==> config.mk <==
export PLATFORM = sky130hd
export DESIGN_NAME = secattr_bank
export DESIGN_NICKNAME = d
export VERILOG_FILES = /design/src/rtl/secattr_pkg.sv /design/src/rtl/secattr_decode.sv /design/src/rtl/secattr_access_chk.sv /design/src/rtl/secattr_bitreg.sv /design/src/rtl/secattr_bank.sv
export SDC_FILE = /design/constraint.sdc
export NUM_CORES = 1
export LEC_CHECK = 0
export CORE_ASPECT_RATIO = 0.9
export CORE_UTILIZATION = 31
export CTS_CLUSTER_DIAMETER = 100
export DETAILED_ROUTE_END_ITERATION = 8
export PLACE_DENSITY = 0.72
export SKIP_LAST_GASP = 1
export SYNTH_ARGS = -nofsm -noshare
export SYNTH_HDL_FRONTEND = slang
export SYNTH_SLANG_ARGS = --single-unit
==> constraint.sdc <==
create_clock -name clk -period 1.8 [get_ports clk]
set_input_delay 0.18 -clock clk [delete_from_list [all_inputs] [get_ports clk]]
set_output_delay 0.18 -clock clk [all_outputs]
set_load 0.01 [all_outputs]
==> src/rtl/secattr_pkg.sv <==
// Shared definitions for the peripheral security attribute bank.
// Assumes a 32-bit register bus with byte strobes.
package secattr_pkg;
    localparam int unsigned BUS_W  = 32;
    localparam int unsigned STRB_W = BUS_W / 8;

    // Which register of the bank an address selects
    typedef enum logic [1:0] {
        REG_NONE = 2'd0,
        REG_SEC  = 2'd1,
        REG_LOCK = 2'd2,
        REG_STAT = 2'd3
    } reg_pick_e;

    // Reasons a write is refused with an error response
    typedef struct packed {
        logic nonsec;
        logic width;
    } fault_t;
endpackage

==> src/rtl/secattr_decode.sv <==
// Address decoder: maps a byte address to one register of the bank.
// Assumes exact, word-aligned offsets; any other address selects nothing.
module secattr_decode
    import secattr_pkg::*;
#(
    parameter int unsigned    ADDR_W   = 12,
    parameter logic [ADDR_W-1:0] SEC_OFS  = 12'h014,
    parameter logic [ADDR_W-1:0] LOCK_OFS = 12'h020,
    parameter logic [ADDR_W-1:0] STAT_OFS = 12'h024
) (
    input  logic [ADDR_W-1:0] addr,
    output reg_pick_e         pick
);
    // Compare the address with each mapped offset
    always_comb begin
        if (addr == SEC_OFS)       pick = REG_SEC;
        else if (addr == LOCK_OFS) pick = REG_LOCK;
        else if (addr == STAT_OFS) pick = REG_STAT;
        else                       pick = REG_NONE;
    end
endmodule

==> src/rtl/secattr_access_chk.sv <==
// Access checker: turns one bus write into per-bit write enables, a flag
// clear request and fault indications.
// Assumes one transfer per cycle; reads never fault.
module secattr_access_chk
    import secattr_pkg::*;
#(
    parameter int unsigned        NUM_ATTR  = 17,
    parameter logic [NUM_ATTR-1:0] IMPL_MASK = 17'h1FF9A
) (
    input  logic                bus_sel,
    input  logic                bus_wr,
    input  logic [STRB_W-1:0]   bus_strb,
    input  logic                bus_secure,
    input  logic                bus_priv,
    input  logic                clr_bit,
    input  reg_pick_e           pick,
    input  logic [NUM_ATTR-1:0] lock_q,
    output logic [NUM_ATTR-1:0] sec_wmask,
    output logic [NUM_ATTR-1:0] lock_wmask,
    output logic                flag_clr,
    output fault_t              fault
);
    logic wr_req;
    logic word_ok;
    logic accept;
    logic [NUM_ATTR-1:0] allow;

    // Classify the write and build the per-bit enables
    always_comb begin
        wr_req       = bus_sel & bus_wr & (pick != REG_NONE);
        word_ok      = &bus_strb;
        fault.nonsec = wr_req & ~bus_secure;
        fault.width  = wr_req & bus_secure & ~word_ok;
        accept       = wr_req & bus_secure & word_ok;
        allow        = bus_priv ? IMPL_MASK : (IMPL_MASK & ~lock_q);
        sec_wmask    = (accept && pick == REG_SEC) ? allow : '0;
        lock_wmask   = (accept && bus_priv && pick == REG_LOCK) ? IMPL_MASK : '0;
        flag_clr     = accept & bus_priv & (pick == REG_STAT) & clr_bit;
    end
endmodule

==> src/rtl/secattr_bitreg.sv <==
// Attribute register with an independent write enable per bit.
// Assumes the caller keeps the enables of unimplemented bits at zero.
module secattr_bitreg #(
    parameter int unsigned W = 17
) (
    input  logic         clk,
    input  logic         rst_n,
    input  logic [W-1:0] wmask,
    input  logic [W-1:0] wdata,
    output logic [W-1:0] q
);
    for (genvar i = 0; i < W; i++) begin : g_bit
        // One flop per attribute, loaded only when its enable is high
        always_ff @(posedge clk) begin
            if (!rst_n)        q[i] <= 1'b0;
            else if (wmask[i]) q[i] <= wdata[i];
        end
    end
endmodule

==> src/rtl/secattr_bank.sv <==
// Peripheral security attribute bank: a security register, a lock register
// and a status register on a 32-bit register bus, plus the parallel vector.
// Assumes read data is taken in the cycle of the read, and an error is
// answered one cycle after the faulting write.
module secattr_bank
    import secattr_pkg::*;
#(
    parameter int unsigned         ADDR_W    = 12,
    parameter int unsigned         NUM_ATTR  = 17,
    parameter logic [NUM_ATTR-1:0] IMPL_MASK = 17'h1FF9A,
    parameter logic [ADDR_W-1:0]   SEC_OFS   = 12'h014,
    parameter logic [ADDR_W-1:0]   LOCK_OFS  = 12'h020,
    parameter logic [ADDR_W-1:0]   STAT_OFS  = 12'h024
) (
    input  logic                clk,
    input  logic                rst_n,
    input  logic                bus_sel,
    input  logic                bus_wr,
    input  logic [ADDR_W-1:0]   bus_addr,
    input  logic [31:0]         bus_wdata,
    input  logic [3:0]          bus_strb,
    input  logic                bus_secure,
    input  logic                bus_priv,
    output logic [31:0]         bus_rdata,
    output logic                bus_err,
    output logic [NUM_ATTR-1:0] sec_vec,
    output logic                illegal_flag
);
    localparam int unsigned PAD_W = BUS_W - NUM_ATTR;

    reg_pick_e           pick;
    logic [NUM_ATTR-1:0] sec_q;
    logic [NUM_ATTR-1:0] lock_q;
    logic [NUM_ATTR-1:0] sec_wmask;
    logic [NUM_ATTR-1:0] lock_wmask;
    logic                flag_clr;
    fault_t              fault;
    logic                flag_q;
    logic                err_q;
    logic                unused_wdata;

    assign unused_wdata = ^bus_wdata[BUS_W-1:NUM_ATTR];

    secattr_decode #(
        .ADDR_W(ADDR_W), .SEC_OFS(SEC_OFS),
        .LOCK_OFS(LOCK_OFS), .STAT_OFS(STAT_OFS)
    ) dec_i (
        .addr(bus_addr),
        .pick(pick)
    );

    secattr_access_chk #(
        .NUM_ATTR(NUM_ATTR), .IMPL_MASK(IMPL_MASK)
    ) chk_i (
        .bus_sel(bus_sel),
        .bus_wr(bus_wr),
        .bus_strb(bus_strb),
        .bus_secure(bus_secure),
        .bus_priv(bus_priv),
        .clr_bit(bus_wdata[0]),
        .pick(pick),
        .lock_q(lock_q),
        .sec_wmask(sec_wmask),
        .lock_wmask(lock_wmask),
        .flag_clr(flag_clr),
        .fault(fault)
    );

    secattr_bitreg #(.W(NUM_ATTR)) sec_reg_i (
        .clk(clk), .rst_n(rst_n),
        .wmask(sec_wmask), .wdata(bus_wdata[NUM_ATTR-1:0]),
        .q(sec_q)
    );

    secattr_bitreg #(.W(NUM_ATTR)) lock_reg_i (
        .clk(clk), .rst_n(rst_n),
        .wmask(lock_wmask), .wdata(bus_wdata[NUM_ATTR-1:0]),
        .q(lock_q)
    );

    // Sticky record of non-secure write attempts; setting wins over clearing
    always_ff @(posedge clk) begin
        if (!rst_n)            flag_q <= 1'b0;
        else if (fault.nonsec) flag_q <= 1'b1;
        else if (flag_clr)     flag_q <= 1'b0;
    end

    // One-cycle error response for any refused write
    always_ff @(posedge clk) begin
        if (!rst_n) err_q <= 1'b0;
        else        err_q <= fault.nonsec | fault.width;
    end

    // Read data multiplexer, open to every master
    always_comb begin
        bus_rdata = '0;
        if (bus_sel && !bus_wr) begin
            case (pick)
                REG_SEC:  bus_rdata = {{PAD_W{1'b0}}, sec_q};
                REG_LOCK: bus_rdata = {{PAD_W{1'b0}}, lock_q};
                REG_STAT: bus_rdata = {{(BUS_W-1){1'b0}}, flag_q};
                default:  bus_rdata = '0;
            endcase
        end
    end

    assign bus_err      = err_q;
    assign sec_vec      = sec_q;
    assign illegal_flag = flag_q;
endmodule

* Word level (Yosys, flattened, before mapping) *
Index checks and enable logic that the tools add are counted.

cells by class
  equal/unequal tests = 6
  multiplexer cells = 10
  bitwise operators = 13
  reductions and logical operators = 8

operator list
  cell                                             count
  2-to-1 mux 17 bit                                4
  case mux 17 bit (3 select lines)                 1
  == test 12 x 6 -> 1 bit (second input constant)  2
  NOT 17 bit                                       1
  == test 12 x 5 -> 1 bit (second input constant)  1
  bitwise AND 1 bit                                9
  2-to-1 mux 2 bit                                 3
  == test 2 bit (second input constant)            2
  logical AND 1 bit                                4
  AND reduction 4 bit                              1
  nonzero test 2 bit                               2
  == test 2 x 1 -> 1 bit (second input constant)   1
  2-to-1 mux 1 bit                                 2
  NOT 1 bit                                        2
  logical NOT 1 bit                                1
  OR 1 bit                                         1

storage, ports and cells
  register bits = 36
  bits of input ports = 54
  output and inout port bits = 51
  word-level logic and storage cells = 73

* Depth between registers and ports, before layout *
  word-level depth = 13
  depth in mapped cells = 6
  mapped depth without buffers = 4

* Hierarchy *
From an unflattened synthesis, not the netlist that was laid out.

second synthesis, totals
  cell total of the unflattened synthesis = 242
  area total of the unflattened synthesis = 2377.3 um2

by module, submodules not included
  module              times used  cells an instance  area each (um2)  sequential area each (um2)
  secattr_bitreg      2           52                 640.6            340.3
  secattr_bank        1           82                 606.8            40.0
  secattr_access_chk  1           49                 434.2            0.0
  secattr_decode      1           7                  55.1             0.0

* Worst setup path before layout *
OpenSTA, ideal clock, no wires.

  kind = in2out
  start = input bus_addr[11]
  end = output bus_rdata[10]
  arrival time = 1.683 ns
  data required time = 1.620 ns
  setup slack = -0.063 ns
  stages = 5
  cell sequence = or4_4 -> nor4_4 -> clkbuf_1 -> a22oi_1 -> nor2_1

between the ends
  word-level cells in the longest chain between the ends = 7
  elaborated cells on any way between the ends = 11
  those cells by class = 6 x eq/ne; 5 x mux

ends and longest elaborated chain
  what                                                            line                  source
  start, declared                                                 secattr_bank.sv:19    input logic [ADDR_W-1:0] bus_addr,
  == test 12 x 6 -> 1 bit                                         secattr_decode.sv:18  else if (addr == STAT_OFS) pick = REG_STAT;
  2-to-1 mux 2 bit                                                secattr_decode.sv:18
  2-to-1 mux 2 bit                                                secattr_decode.sv:17  else if (addr == LOCK_OFS) pick = REG_LOCK;
  2-to-1 mux 2 bit (*)                                            secattr_decode.sv:16  if (addr == SEC_OFS) pick = REG_SEC;
  == test 2 bit / == test 2 x 1 -> 1 bit (equally long branches)  secattr_bank.sv:98    case (pick)
  case mux 17 bit (3 select lines) (*)                            secattr_bank.sv:98
  2-to-1 mux 17 bit (*)                                           secattr_bank.sv:97    if (bus_sel && !bus_wr) begin
  end, declared                                                   secattr_bank.sv:24    output logic [31:0] bus_rdata,

Every way passes the cells marked *; elsewhere a longest branch is shown, timed or not.

* Worst setup path after layout *
  start = input bus_addr[9]
  end = output bus_rdata[4]

Same word-level chain as after synthesis.

==> impl_metrics.env <==
export IMPL_outcome="complete, but fails checks"
export IMPL_violations="setup timing"
export IMPL_setup_worst_path_start_class="input port"
export IMPL_num_antenna_cells=0
export IMPL_synth_fa_ha_area_share_pct=0
export IMPL_h_tree_depth=1
export IMPL_die_w_um=80.0
export IMPL_synth_compound_area_share_pct=6.12
export IMPL_dieHeight_um=72.2
export IMPL_final_common_cell="nand2_1"
export IMPL_ys_types=23
export IMPL_multiInputGateArea_um2=1060
export IMPL_num_vias=1705
export IMPL_synth_mux_area_share_pct=15.3
export IMPL_grt_setup_unrepaired="yes"
export IMPL_final_fill_count=488
export IMPL_critPathMaxStageDelay_ns=0.56
export IMPL_cp_data_required_time_ns=1.62
export IMPL_synth_seq_cells=28
export IMPL_drtIter0Drc=70
export IMPL_r2r_setup_slack_ns=0.99
export IMPL_io_pins=105
export IMPL_fmax_ghz=0.489
export IMPL_ant_nets=0
export IMPL_grt_ovfl_total=0
export IMPL_leakage_nw=1.15
export IMPL_grt_pass1_wl_mm=7.18
export IMPL_setup_viol_count_final=27
export IMPL_seq_area_um2=561
export IMPL_numClockSinks=28
export IMPL_cts_tree="done"
export IMPL_hold_buffers=0
export IMPL_fin_worst_skew_ns=0.00560
export IMPL_numCtsBuffers=3
export IMPL_syn_area_per_cell_um2=8.24
export IMPL_post_dp_cell_area_um2=2420
export IMPL_postSynthCellCount=206
export IMPL_antenna_found_initial=0
export IMPL_final_nets=351
export IMPL_dieArea_um2=5770
export IMPL_drt_wl_total_mm=4.82
export IMPL_hpwl_mm=3.02
export IMPL_fin_crit_sh_pct=114
export IMPL_maxCapViolCount=0
export IMPL_insertion_delay_ns=0.29
export IMPL_cp_max_fo=7
export IMPL_total_power_mw=1.30
export IMPL_root_buffer="clkbuf_8"
export IMPL_ir_drop_mv=0.273
export IMPL_area_delta_synth_final_pct=61.4
export IMPL_crit_type="in -> out"
export IMPL_place_worst_setup_slack_ns=-0.836
export IMPL_wl_per_cell_um=13.3
export IMPL_seq_area_frac_synth_pct=33.0
export IMPL_yosys_area_share_simple_pct=31.0
export IMPL_grt_max_degree=40
export IMPL_clkTransAtPathRegs_ns=0.10
export IMPL_drc=0
export IMPL_initial_core_util_pct=32.3
export IMPL_via_per_inst=4.70
export IMPL_cpMostUsedCell="buf_6"
export IMPL_placementRows=25
export IMPL_synth_xor_area_share_pct=0
export IMPL_grt_usage_pct=16.2
export IMPL_powerDensity_nw_per_um2=476
export IMPL_crit_path_cell_trace="buf_6 > or4_4 > buf_6 > nor4_4 > buf_4 > buf_12 > a22oi_1 > nor2_1 > buf_2"
export IMPL_gp_congestion=0.698
export IMPL_final_hold_viol_count=0
export IMPL_clockBufferDepth=2
export IMPL_drive_gt1_share_pct=26.7
export IMPL_stdcell_area_um2=2740
export IMPL_worstHoldPathType="in -> reg"
export IMPL_core_um2=5260
export IMPL_cp_end_kind="output pin"
export IMPL_grt_pass1_vias=1610
export IMPL_layout_common_cells="nand2_1, clkdlybuf4s50_1, dfxtp_1"
export IMPL_synth_top_family_by_area="simple AND/OR/NAND/NOR gates"
export IMPL_yosysWarnings=0
export IMPL_dr_pass1_iters=4
export IMPL_crit_path_top_delay_cell="or4_4"
export IMPL_arrival_ns=1.86
export IMPL_period_needed_ns=2.04
export IMPL_slew_viol_final=0
export IMPL_synth_area_um2=1700
export IMPL_layout_setup_ws_ns=-0.243
export IMPL_portBuffers=64
[stage by stage]
stage | utilization, % | hold slack, ns | TNS [ns] | std cells
floorplan | - | 0.274 | -0.246 | 227
global placement | 46.0 | 0.459 | -21.27 | 340
detailed placement | 46.0 | 0.467 | -21.52 | 340
CTS | 50.5 | 0.471 | -4.15 | 361
global route | 52.1 | 0.477 | -5.19 | 363
finish | 52.1 | 0.462 | -3.64 | 363
[final timing paths]
check / startpoint / to / depth (start not counted)
max reg2reg: lock_reg_i.q[3] / sec_reg_i.q[3] / 3
max: bus_addr[9] / bus_rdata[4] / 9
min reg2reg: sec_reg_i.q[9] / sec_reg_i.q[9] / 2
min: bus_secure / illegal_flag / 2
[sequential cells by signal, indices dropped and copies added (netlist names)]
register      cells
bus_err           1
sec_reg_i.q      13
illegal_flag      1
lock_reg_i.q     13
[cells by family after synthesis]
logic type      after synthesis
simple gates                103
buf+inv                      34
flops                        28
mux                          26
compound gates               14
other cells                   1
[cells in the mapped netlist]
master / count / share of area [%]
or4_4: 2 / 1.3
clkbuf_1: 7 / 1.5
or3b_1: 1 / 0.52
and3_1: 5 / 1.8
nor2b_1: 2 / 0.74
conb_1: 1 / 0.22
mux2i_1: 26 / 15
buf_12: 1 / 1.2
nand3b_1: 1 / 0.44
dfxtp_1: 28 / 33
nor2_1: 15 / 3.3
nand2_1: 42 / 9.3
buf_6: 2 / 1.3
and4_1: 1 / 0.52
buf_4: 22 / 9.7
nor3_1: 2 / 0.59
o22ai_1: 1 / 0.37
nand3_1: 16 / 4.7
nand2b_1: 14 / 5.2
nor4_4: 2 / 2.5
buf_2: 1 / 0.29
a22oi_1: 13 / 5.8
buf_1: 1 / 0.22
[critical path: cells and delay by family]
kind            cells  cell delay, ns
compound gates      1            0.08
buf+inv             5            0.69
simple gates        3            0.91
[repair_timing]
action / CTS / global route
gates resized for setup: 93 / 26
pin swaps: 15 / 19
endpoints found under the setup margin: 29 / 29
cloned: 2 / 2
buffers inserted: 15 / 3
[where the power goes]
part           switching, mW  internal (mW)  total (mW)
Clock                  0.212          0.298       0.511
Sequential        0.00000355          0.619       0.619
Combinational         0.0763         0.0973       0.174
Total                  0.288           1.01        1.30
[routing by layer]
metal	wire, um	global-route usage (%)	share of wire, %
met1	2100	19.0	44
met2	2360	28.7	49
met3	303	4.03	6.3
met4	61	5.95	1.3
met5	0	0	0
[area by class of cell]
class	instances	share of cell area (%)
Multi-Input combinational cell	165	38.7
Sequential cell	28	20.5
Clock inverter	1	1.10
Tap cell	67	3.06
Clock buffer	3	1.51
Timing Repair Buffer	99	35.1
No activity file was read; power rests on OpenSTA's default activity.
